**config.mk**
```make
export PLATFORM = sky130hd
export DESIGN_NAME = bitop_port
export DESIGN_NICKNAME = d
export VERILOG_FILES = /design/src/rtl/bitop_pkg.sv /design/src/rtl/bitop_sync.sv /design/src/rtl/bitop_decode.sv /design/src/rtl/bitop_latch.sv /design/src/rtl/bitop_port.sv
export SDC_FILE = /design/constraint.sdc
export NUM_CORES = 1
export LEC_CHECK = 0
export BUFFER_PORTS_ARGS = -buffer_cell sky130_fd_sc_hd__buf_2
export CAP_MARGIN = 25
export CORE_ASPECT_RATIO = 0.9
export CORE_MARGIN = 1.5
export CORE_UTILIZATION = 29
export DETAILED_ROUTE_END_ITERATION = 16
export GPL_TIMING_DRIVEN = 0
export PLACE_DENSITY = 0.52
export SYNTH_ARGS = -nofsm -noshare
export SYNTH_HDL_FRONTEND = slang
export SYNTH_HIERARCHICAL = 1
export SYNTH_SLANG_ARGS = --single-unit
export TNS_END_PERCENT = 30
```
**constraint.sdc**
```tcl
create_clock -name clk -period 2.6 [get_ports clk]
set_clock_uncertainty 0.2 [all_clocks]
set_input_delay 0.39 -clock clk [delete_from_list [all_inputs] [get_ports clk]]
set_output_delay 0.39 -clock clk [all_outputs]
set_load 0.01 [all_outputs]
```
**src/rtl/bitop_pkg.sv**
```systemverilog
package bitop_pkg;
    localparam int WIDTH  = 16;
    localparam int BUS_W  = 32;
    localparam int ADDR_W = 8;
    localparam int BE_W   = BUS_W / 8;
    localparam int SYNC_STAGES = 2;

    localparam logic [ADDR_W-1:0] OFF_PINS = 8'h10;
    localparam logic [ADDR_W-1:0] OFF_LATCH = 8'h14;
    localparam logic [ADDR_W-1:0] OFF_CMD  = 8'h18;

    typedef enum logic [1:0] {
        SEL_NONE  = 2'd0,
        SEL_PINS  = 2'd1,
        SEL_LATCH = 2'd2,
        SEL_CMD   = 2'd3
    } sel_e;

    typedef struct packed {
        logic             load;
        logic [WIDTH-1:0] load_mask;
        logic [WIDTH-1:0] load_data;
        logic [WIDTH-1:0] raise;
        logic [WIDTH-1:0] lower;
    } upd_t;

    function automatic sel_e decode(input logic [ADDR_W-1:0] a);
        case (a)
            OFF_PINS:  return SEL_PINS;
            OFF_LATCH: return SEL_LATCH;
            OFF_CMD:   return SEL_CMD;
            default:   return SEL_NONE;
        endcase
    endfunction

    function automatic logic [WIDTH-1:0] expand_be(input logic [1:0] be);
        logic [WIDTH-1:0] m;
        for (int i = 0; i < WIDTH; i++) m[i] = be[i/8];
        return m;
    endfunction
endpackage

```
**src/rtl/bitop_sync.sv**
```systemverilog
module bitop_sync #(
    parameter int W = 16,
    parameter int STAGES = 2
) (
    input  logic         clk,
    input  logic         rst,
    input  logic [W-1:0] d,
    output logic [W-1:0] q
);
    logic [W-1:0] stage [STAGES];
    genvar g;
    generate
        for (g = 0; g < STAGES; g++) begin : g_stage
            always_ff @(posedge clk) begin
                if (rst) stage[g] <= '0;
                else if (g == 0) stage[g] <= d;
                else stage[g] <= stage[(g == 0) ? 0 : g-1];
            end
        end
    endgenerate
    assign q = stage[STAGES-1];
endmodule

```
**src/rtl/bitop_decode.sv**
```systemverilog
module bitop_decode
    import bitop_pkg::*;
(
    input  logic [ADDR_W-1:0] addr,
    input  logic              we,
    input  logic [BE_W-1:0]   be,
    input  logic [BUS_W-1:0]  wdata,
    output sel_e              sel,
    output upd_t              upd
);
    always_comb begin
        sel = decode(addr);
        upd = '0;
        if (we) begin
            unique case (sel)
                SEL_LATCH: begin
                    upd.load      = 1'b1;
                    upd.load_mask = expand_be(be[1:0]);
                    upd.load_data = wdata[WIDTH-1:0];
                end
                SEL_CMD: begin
                    upd.raise = wdata[WIDTH-1:0] & expand_be(be[1:0]);
                    upd.lower = wdata[BUS_W-1:WIDTH] & expand_be(be[3:2]);
                end
                default: ;
            endcase
        end
    end
endmodule

```
**src/rtl/bitop_latch.sv**
```systemverilog
module bitop_latch
    import bitop_pkg::*;
(
    input  logic             clk,
    input  logic             rst,
    input  upd_t             upd,
    output logic [WIDTH-1:0] q
);
    logic [WIDTH-1:0] nxt;
    genvar g;
    generate
        for (g = 0; g < WIDTH; g++) begin : g_bit
            always_comb begin
                if (upd.raise[g])        nxt[g] = 1'b1;
                else if (upd.lower[g])   nxt[g] = 1'b0;
                else if (upd.load && upd.load_mask[g]) nxt[g] = upd.load_data[g];
                else                     nxt[g] = q[g];
            end
        end
    endgenerate
    always_ff @(posedge clk) begin
        if (rst) q <= '0;
        else     q <= nxt;
    end
endmodule

```
**src/rtl/bitop_port.sv**
```systemverilog
module bitop_port
    import bitop_pkg::*;
(
    input  logic              clk,
    input  logic              rst,
    input  logic [ADDR_W-1:0] bus_addr,
    input  logic              bus_we,
    input  logic [BE_W-1:0]   bus_be,
    input  logic [BUS_W-1:0]  bus_wdata,
    output logic [BUS_W-1:0]  bus_rdata,
    input  logic [WIDTH-1:0]  port_in,
    output logic [WIDTH-1:0]  port_out
);
    sel_e             sel;
    upd_t             upd;
    logic [WIDTH-1:0] latch_q;
    logic [WIDTH-1:0] pins_q;

    bitop_decode u_dec (
        .addr(bus_addr), .we(bus_we), .be(bus_be), .wdata(bus_wdata),
        .sel(sel), .upd(upd)
    );

    bitop_latch u_lat (.clk(clk), .rst(rst), .upd(upd), .q(latch_q));

    bitop_sync #(.W(WIDTH), .STAGES(SYNC_STAGES)) u_sync (
        .clk(clk), .rst(rst), .d(port_in), .q(pins_q)
    );

    always_comb begin
        unique case (sel)
            SEL_PINS:  bus_rdata = {{(BUS_W-WIDTH){1'b0}}, pins_q};
            SEL_LATCH: bus_rdata = {{(BUS_W-WIDTH){1'b0}}, latch_q};
            default:   bus_rdata = '0;
        endcase
    end

    assign port_out = latch_q;
endmodule

```
==> impl_summary.md, run 1 <==
Logic synthesis
After synthesis, the largest family of logic cells by area is simple AND/OR/NAND/NOR gates. The count of synthesis-stage warnings from yosys is 6. In this run, synthesis produced a sequential element count of 48. The area share of and/or/nand/nor cells after synthesis is roughly two fifths. The register area share after synthesis is between 20% and 30%. Summing the areas of all compound-gate instances in the mapped netlist gives 9.790% of the synthesized area.

Each instance of the synthesized netlist takes up on average roughly 8.7 um^2. The cell count after synthesis is 371. The number of library cell types mapped by synthesis is 25.

After Yosys synthesis, full adders, half adders and majority gates account for 0.7770% of the synthesized area. The cell area after technology mapping is 3221 um^2. After Yosys synthesis, XOR and XNOR cells account for less than 1% of the synthesized area. After synthesis, the share of cell area in mux cells is 0%.

Status
The final reports fail on setup timing. The run finished, with violations left.

Place
The global placer's final weighted congestion is a little over 0.8. The detailed placement HPWL is about 7 mm. The worst setup slack after placement is -453.9 ps. The count of buffers added on input and output ports is 89.

Min path
The class of the tightest hold or removal check is input port to flop.

STA
The worst pin sits at a relative slew slack of between 60% and 70%. Across all setup checks in the final design, the least slack found is -261.4 ps. The number of pins with negative max-slew slack in the final report is 0. The count of endpoints failing setup in the final report is 16. The actual slew at the worst max-slew pin is between 500 and 600 ps. Setup repair after global routing could not meet its margin everywhere.

After layout, the worst path uses 110.1% of the clock period. The top achievable clock speed is about 350 MHz. On the final layout, the worst hold slack is 106.2 ps. The post-route minimum period is approximately 2900 ps.

The number of failing hold endpoints at the final stage is 0.

Clock tree
The clock transition time at the flip-flop clock pins of the worst setup and hold paths is approximately 60 ps. At the later pin of the worst-skew pair, clock insertion delay measures 290 ps. The number of sinks driven by the clock tree is 48. The clock tree synthesis step divided the H-tree into 2 levels. TritonCTS built the clock tree. The buffer depth of the longest clock path is 2. The root buffer cell chosen for the clock tree is sky130_fd_sc_hd__clkbuf_16. TritonCTS created 5 clock buffers.

Power
The power per cell area is approximately 400 nW/um^2. Overall power consumption after layout is estimated at 1.793 mW. For this design the static power due to leakage is roughly 1.7 nW.

Across the VDD grid, the largest voltage drop is 0.0002500 V.

Detailed routing
Before antenna repair, the detailed router went through 4 iterations. The number of nets still failing antenna checks after routing is 0. The mean number of vias per cell is approximately 4.6.

After detailed routing, the number of remaining DRC violations is 0. Summed over all layers, the routed wires come to about 9.0 mm. The routed via count is 2840.

Dividing the detail-routed wire length by the instance count gives about 14 um. After the first detailed-routing iteration, the DRC count stood at 100.

Final layout
Cells with a size suffix above 1 make up about 48% of the layout. The layout net count is 554. The diode insertion count for antenna repair is 0. After filler insertion, the fill cell instance count of the layout stands at 1110. The layout overhead on the synthesized area is 38.46%.

Global routing
The global-route usage over all layers is 15.64%. The pin count of the biggest net entering global routing is 15. The number of antenna violations at the first check in global routing came to 0. The total congestion overflow after global routing is 0. The number of global-route vias before repair is between 2000 and 3000. The first global-routing pass estimated between 10 and 15 mm of wire.

Floorplanning
The total I/O pin count is between 100 and 150. From left edge to right edge, the die measures 114.1 um. The region available for standard cell placement spans 10810 um^2.

After floorplanning, the core was divided into 36 placement rows. The overall die area is 11750 um^2. The starting density of the core is 29.79%.

The y dimension of the die is 103.0 um.

Setup path
Data on the critical path is required at its endpoint by about 2000 ps. The worst path arrival time is between 2000 and 2500 ps. The maximum fanout count along the critical path is 5. By startpoint and endpoint, the worst setup path is classified as input port to output port.

STA classifies the critical path endpoint as an output port. The kind of launch point of the worst setup path is an input port.

Run
The count of maximum capacitance violations is 0.
[layout by cell type (no fill, tap or decap), drive strengths merged, types with 3 or more instances in the layout]
master    n
buf     154
nor3     51
dfxtp    48
nand2    34
nand3    32
nor2b    32
nor2     32
inv      19
conb     16
and4b    16
a311oi   16
a22oi    16
clkbuf   13
or4b      3
[path summary, 6_finish.rpt]
check                          start                 end  slack [ps]  cells after the start
setup / recovery         bus_addr[5]        bus_rdata[1]        -260                     10
hold / removal            port_in[1]  u_sync/stage[0][1]         110                      2
setup reg to reg          u_lat/q[3]          u_lat/q[3]        1590                      2
hold reg to reg   u_sync/stage[0][3]  u_sync/stage[1][3]         240                      1
[synthesized netlist by cell type, drive strengths merged]
master   n  area (um^2)
nor2    32        120.1
dfxtp   48        960.9
clkbuf   9        35.03
nand2   34        127.6
nor2b   32        200.2
xnor2    1        8.760
and4b   16        160.2
buf     57        483.0
a311oi  16        140.1
nor4     2        18.77
nor3    51        500.5
a22oi   16        175.2
or4b     3        30.03
conb     1        3.750
nand3   32        160.2
ha       2        25.02
inv     19        71.32
[state kept, by name, summed over array words and instances, names as in the netlist]
signal        flops
u_lat/q          16
u_sync/stage     32
[area by class of cell]
cell class              count  area [um^2]  share of cell area, %
multi-input cells         253         1891                  42.40
clock inverters             2        60.06                  1.347
flip-flops and latches     48        960.9                  21.55
inverters                  19        71.32                  1.599
well taps                 133        166.4                  3.732
plain buffers              62        513.0                  11.50
clock buffers               5        125.1                  2.806
repair buffers            100        671.9                  15.07
[logic make-up (layout without fill, tap and decap cells)]
family / Yosys count / after routing
flops: 48 / 48
simple gates: 202 / 202
xor+xnor: 1 / 1
buf+inv: 85 / 188
fa+ha+maj: 2 / 2
other cells: 1 / 16
compound gates: 32 / 32
[layer usage]
metal	part of all wire (%)	vias to the layer above	routed length, um	global-route usage (%)
li1	-	1462	-	-
met2	45	99	4033	25.90
met1	48	1275	4272	21.40
met5	0	-	0	0
met4	0.44	0	39	3.750
met3	6.9	4	619	2.587
[critical path, cell delays in order]
cell and delay, ps:
sky130_fd_sc_hd__buf_6 90, sky130_fd_sc_hd__or4b_4 570, sky130_fd_sc_hd__buf_6 150, sky130_fd_sc_hd__nor4_4 230, sky130_fd_sc_hd__buf_4 160, sky130_fd_sc_hd__ha_4 190, sky130_fd_sc_hd__buf_6 140, sky130_fd_sc_hd__a22oi_2 60
sky130_fd_sc_hd__nor2_1 140, sky130_fd_sc_hd__buf_2 150
[timing repair]
action	4_1_cts	5_1_grt
setup endpoints to repair	17	25
hold endpoints to repair	0	0
pin swaps	17	14
buffers inserted	8	0
cloned	3	0
gates resized for setup	28	5
hold buffers	0	0
[power breakdown]
| group | switching, mW | total [mW] | internal, mW |
|---|---|---|---|
| clock network | 0.271 | 0.816 | 0.545 |
| registers | 0.00644 | 0.765 | 0.758 |
| logic | 0.117 | 0.212 | 0.0954 |
[per-stage QoR]
| stage | util, % | setup TNS (ps) | cell area, um^2 | std cells |
|---|---|---|---|---|
| after floorplan | - | -973.3 | 3407 | 386 |
| after global placement | 37.18 | -9653 | 4019 | 608 |
| after detailed placement | 37.18 | -9612 | 4019 | 608 |
| after CTS | 41.19 | -6152 | 4453 | 623 |
| after global routing | 41.25 | -4946 | 4459 | 622 |
| final | 41.25 | -3356 | 4459 | 622 |
Note: power is estimated with default switching activity, not from simulation.
==> run 2, diff against run 1 <==
SETUP_SLACK_MARGIN = 0.1   (was unset)
==> run 2 against run 1 <==
Effect of this change:
- the run still ends with setup timing left
- flip-flop and latch count unchanged
- utilization increased by 0.28 points
- wire length decreased by 0.47%
- via count increased by 0.14%
- register-to-register slack got worse by 20 ps
- first-iteration DRC count increased by 2.0%
- cell count unchanged
- die area unchanged
- sequential power about the same
- critical path type unchanged
- largest cell class unchanged
==> impl_summary.md, run 2 (synthesized netlist as in run 1, its figures left out) <==
Clock tree
The clock tree from TritonCTS is done. The number of buffers inserted by hold repair at cts came to 0 (unchanged). The clock transition time at the flip-flop clock pins of the worst setup and hold paths is 60 ps (about the same). The number of sinks driven by the clock tree was 48 (unchanged). The latest clock arrival within the worst-skew pair was 290 ps (about the same). The H-tree depth reported by CTS is 2 (unchanged). The root buffer cell chosen for the clock tree is sky130_fd_sc_hd__clkbuf_16. The number of buffers created by CTS is 5 (unchanged). The buffer depth of the longest clock path is 2 (unchanged).

Floorplanning
The die width is 114.1 um (unchanged). The overall die area is 11750 um^2 (unchanged). The y dimension of the die was 103.0 um (unchanged). The placeable core area was 10810 um^2 (unchanged). The total number of placement rows came to 36 (unchanged). The starting density of the core is 29.79% (unchanged). The total I/O pin count is 111 (unchanged).

Power
The power share of the sequential group is 42.6% (about the same). The combinational share of power is 11.8% (about the same). The net switching share of the total power is 22.12% (+0.17 points). The power per cell area is 400.3 nW/um^2 (-0.45%). The static power due to leakage is 1.731 nW (+0.63%). The design internal power is 1.399 mW (about the same).

The maximum VDD drop was 0.0002506 V (+0.24%). The power spent charging and discharging nets was 397.5 uW (+1.0%). The part of the power in the clock network is 45.6% (about the same).

Detailed routing
The average detailed-routed wire length per instance is 14.34 um (-0.47%). The number of optimization iterations in the first detailed-route pass was 4 (unchanged). The routed via count is 2844 (+0.14%).

The number of DRC violations after detailed routing is 0 (unchanged). The violation count after the first detailed-routing iteration is 102 (+2.0%). The number of nets still failing antenna checks after routing is 0 (unchanged). The mean number of vias per cell is 4.572 (+0.14%). The total wire length is 8.922 mm (-0.47%).

Status
The run finished, with violations left. The final reports fail on setup timing.

Min path
The path class of the tightest hold or removal check is input port to flop.

Global routing
The number of global-route vias before repair came to 2651 (-3.3%). The first-pass GRT wire length is 13.64 mm (-3.7%). The global-route usage over all layers was 15.01% (-0.63 points).

The total congestion overflow after global routing came to 0 (unchanged). The pin count of the biggest net entering global routing is 15 (unchanged). The number of antenna violations at the first check in global routing is 0 (unchanged).

Setup path
The worst setup path is launched from an input port. The maximum fanout count along the critical path came to 6 (+1). By startpoint and endpoint, the worst setup path is classified as input port to output port. The worst path arrival time is 2340 ps (+70 ps). The required time reported for the critical path endpoint was 2010 ps (about the same).

The endpoint class of the critical path is an output port.

Place
The detailed placement HPWL is 7.003 mm (unchanged). The number of placed instances with taps included came to 608 (unchanged). The worst setup slack after placement is -453.9 ps (unchanged).

The global placer's final weighted congestion is 0.8283 (unchanged). The number of port buffers is 89 (unchanged).

Final layout
The non-filler instance count after layout is 622 (unchanged). The largest registers in the layout are u_sync/stage x32, u_lat/q x16. From synthesis to final layout, the design area changed by 39.39%. The number of flip-flops in the largest register is 32 (unchanged). More flip-flops sit in one register than any other, and that register is u_sync/stage. The number of fill cells in the layout is 1104 (-0.54%). The top cell types in the final layout, fill and taps aside, are sky130_fd_sc_hd__buf_2, sky130_fd_sc_hd__dfxtp_1, sky130_fd_sc_hd__nor3_2, sky130_fd_sc_hd__buf_4, sky130_fd_sc_hd__nand2_1. The layout net count is 554 (unchanged). The share of final-layout standard cells stronger than drive strength 1 is 50.72% (+2.2 points).

The register area is 960.9 um^2 (unchanged). The area of combinational cells with multiple inputs is 1947 um^2 (+3.0%). The library cell used most frequently in the layout, excluding fill and tap cells, is sky130_fd_sc_hd__buf_2. The diode insertion count for antenna repair is 0 (unchanged).

STA
Setup repair after global routing could not meet its margin everywhere. The final worst setup slack was -332.8 ps (-71.45 ps). The number of failing hold endpoints at the final stage came to 0 (unchanged).

The top achievable clock speed is 341.0 MHz (-2.4%). The number of pins with negative max-slew slack in the final report is 0 (unchanged). The actual slew at the worst max-slew pin is 543.7 ps (+13.40 ps).

The worst slew slack as a fraction of its limit is 63.75% (-0.89 points). The count of endpoints failing setup in the final report is 16 (unchanged). The portion of the clock cycle consumed by the worst path in the final layout is 112.8% (+2.7 points). The post-route minimum period was 2933 ps (+71.45 ps).

Run
The count of maximum capacitance violations is 0 (unchanged).
==> run 2: cell count changes in the layout (fill, tap and decap cells not counted), sizes merged <==
| cell | before | now |
|---|---|---|
| clkbuf | 13 | 15 |
| buf | 154 | 152 |
==> run 2: final cells by class <==
type | instances | area share (%)
clock buffers | 5 | 2.787
well taps | 133 | 3.707
inverters | 19 | 1.589
repair buffers | 96 | 13.13
multi-input cells | 253 | 43.37
flip-flops and latches | 48 | 21.40
clock inverters | 2 | 1.338
plain buffers | 66 | 12.68
==> run 2: final timing paths <==
check                                   startpoint            endpoint  slack (ps)  depth (start not counted)
worst max-delay path                   bus_addr[1]        bus_rdata[5]        -330                         12
worst min-delay path                    port_in[1]  u_sync/stage[0][1]         100                          2
worst max register to register          u_lat/q[8]          u_lat/q[8]        1570                          2
worst min register to register  u_sync/stage[0][3]  u_sync/stage[1][3]         240                          1
==> run 2: power groups by stage <==
stage | clock (mW) | sequential (mW) | combinational (mW)
global placement | 0 | 0.781 | 0.202
floorplan | 0 | 0.780 | 0.130
finish | 0.820 | 0.765 | 0.212
detailed placement | 0 | 0.781 | 0.203
CTS | 0.839 | 0.764 | 0.205
global route | 0.867 | 0.766 | 0.235
==> run 2: worst max-delay path, stage by stage <==
cell and delay [ps]:
sky130_fd_sc_hd__buf_6 90, sky130_fd_sc_hd__or4b_4 530, sky130_fd_sc_hd__buf_8 150, sky130_fd_sc_hd__buf_12 110, sky130_fd_sc_hd__nor4_4 150, sky130_fd_sc_hd__inv_1 70
sky130_fd_sc_hd__ha_2 190, sky130_fd_sc_hd__buf_6 130, sky130_fd_sc_hd__buf_12 130, sky130_fd_sc_hd__a22oi_2 220, sky130_fd_sc_hd__nor2_4 60, sky130_fd_sc_hd__buf_6 120
==> run 2: what timing repair did <==
item | CTS | global route
pin swaps | 1 | 14
cloned | 0 | 2
gates resized for setup | 5 | 30
buffers inserted | 1 | 4
setup endpoints to repair | 26 | 32
==> run 2: per-layer routing <==
metal / track usage, % / vias to the layer above / wire length [um]
li1: - / 1460 / -
met1: 20.96 / 1290 / 4263
met2: 24.14 / 89 / 4009
met3: 2.587 / 5 / 585
met4: 3.750 / 0 / 64
met5: 0 / - / 0
==> run 2: through the flow <==
stage	instance area [um^2]	total power, mW	TNS (ps)	utilization (%)	hold WS [ps]
6_report	4489	1.797	-4743	41.53	102.9
5_1_grt	4489	1.869	-6177	41.53	116.3
4_1_cts	4233	1.809	-5581	39.16	103.7
3_5_place_dp	4019	0.9847	-9612	37.18	224.5
3_3_place_gp	4019	0.9829	-9653	37.18	223.7
2_1_floorplan	3407	0.9100	-973.3	-	213.8
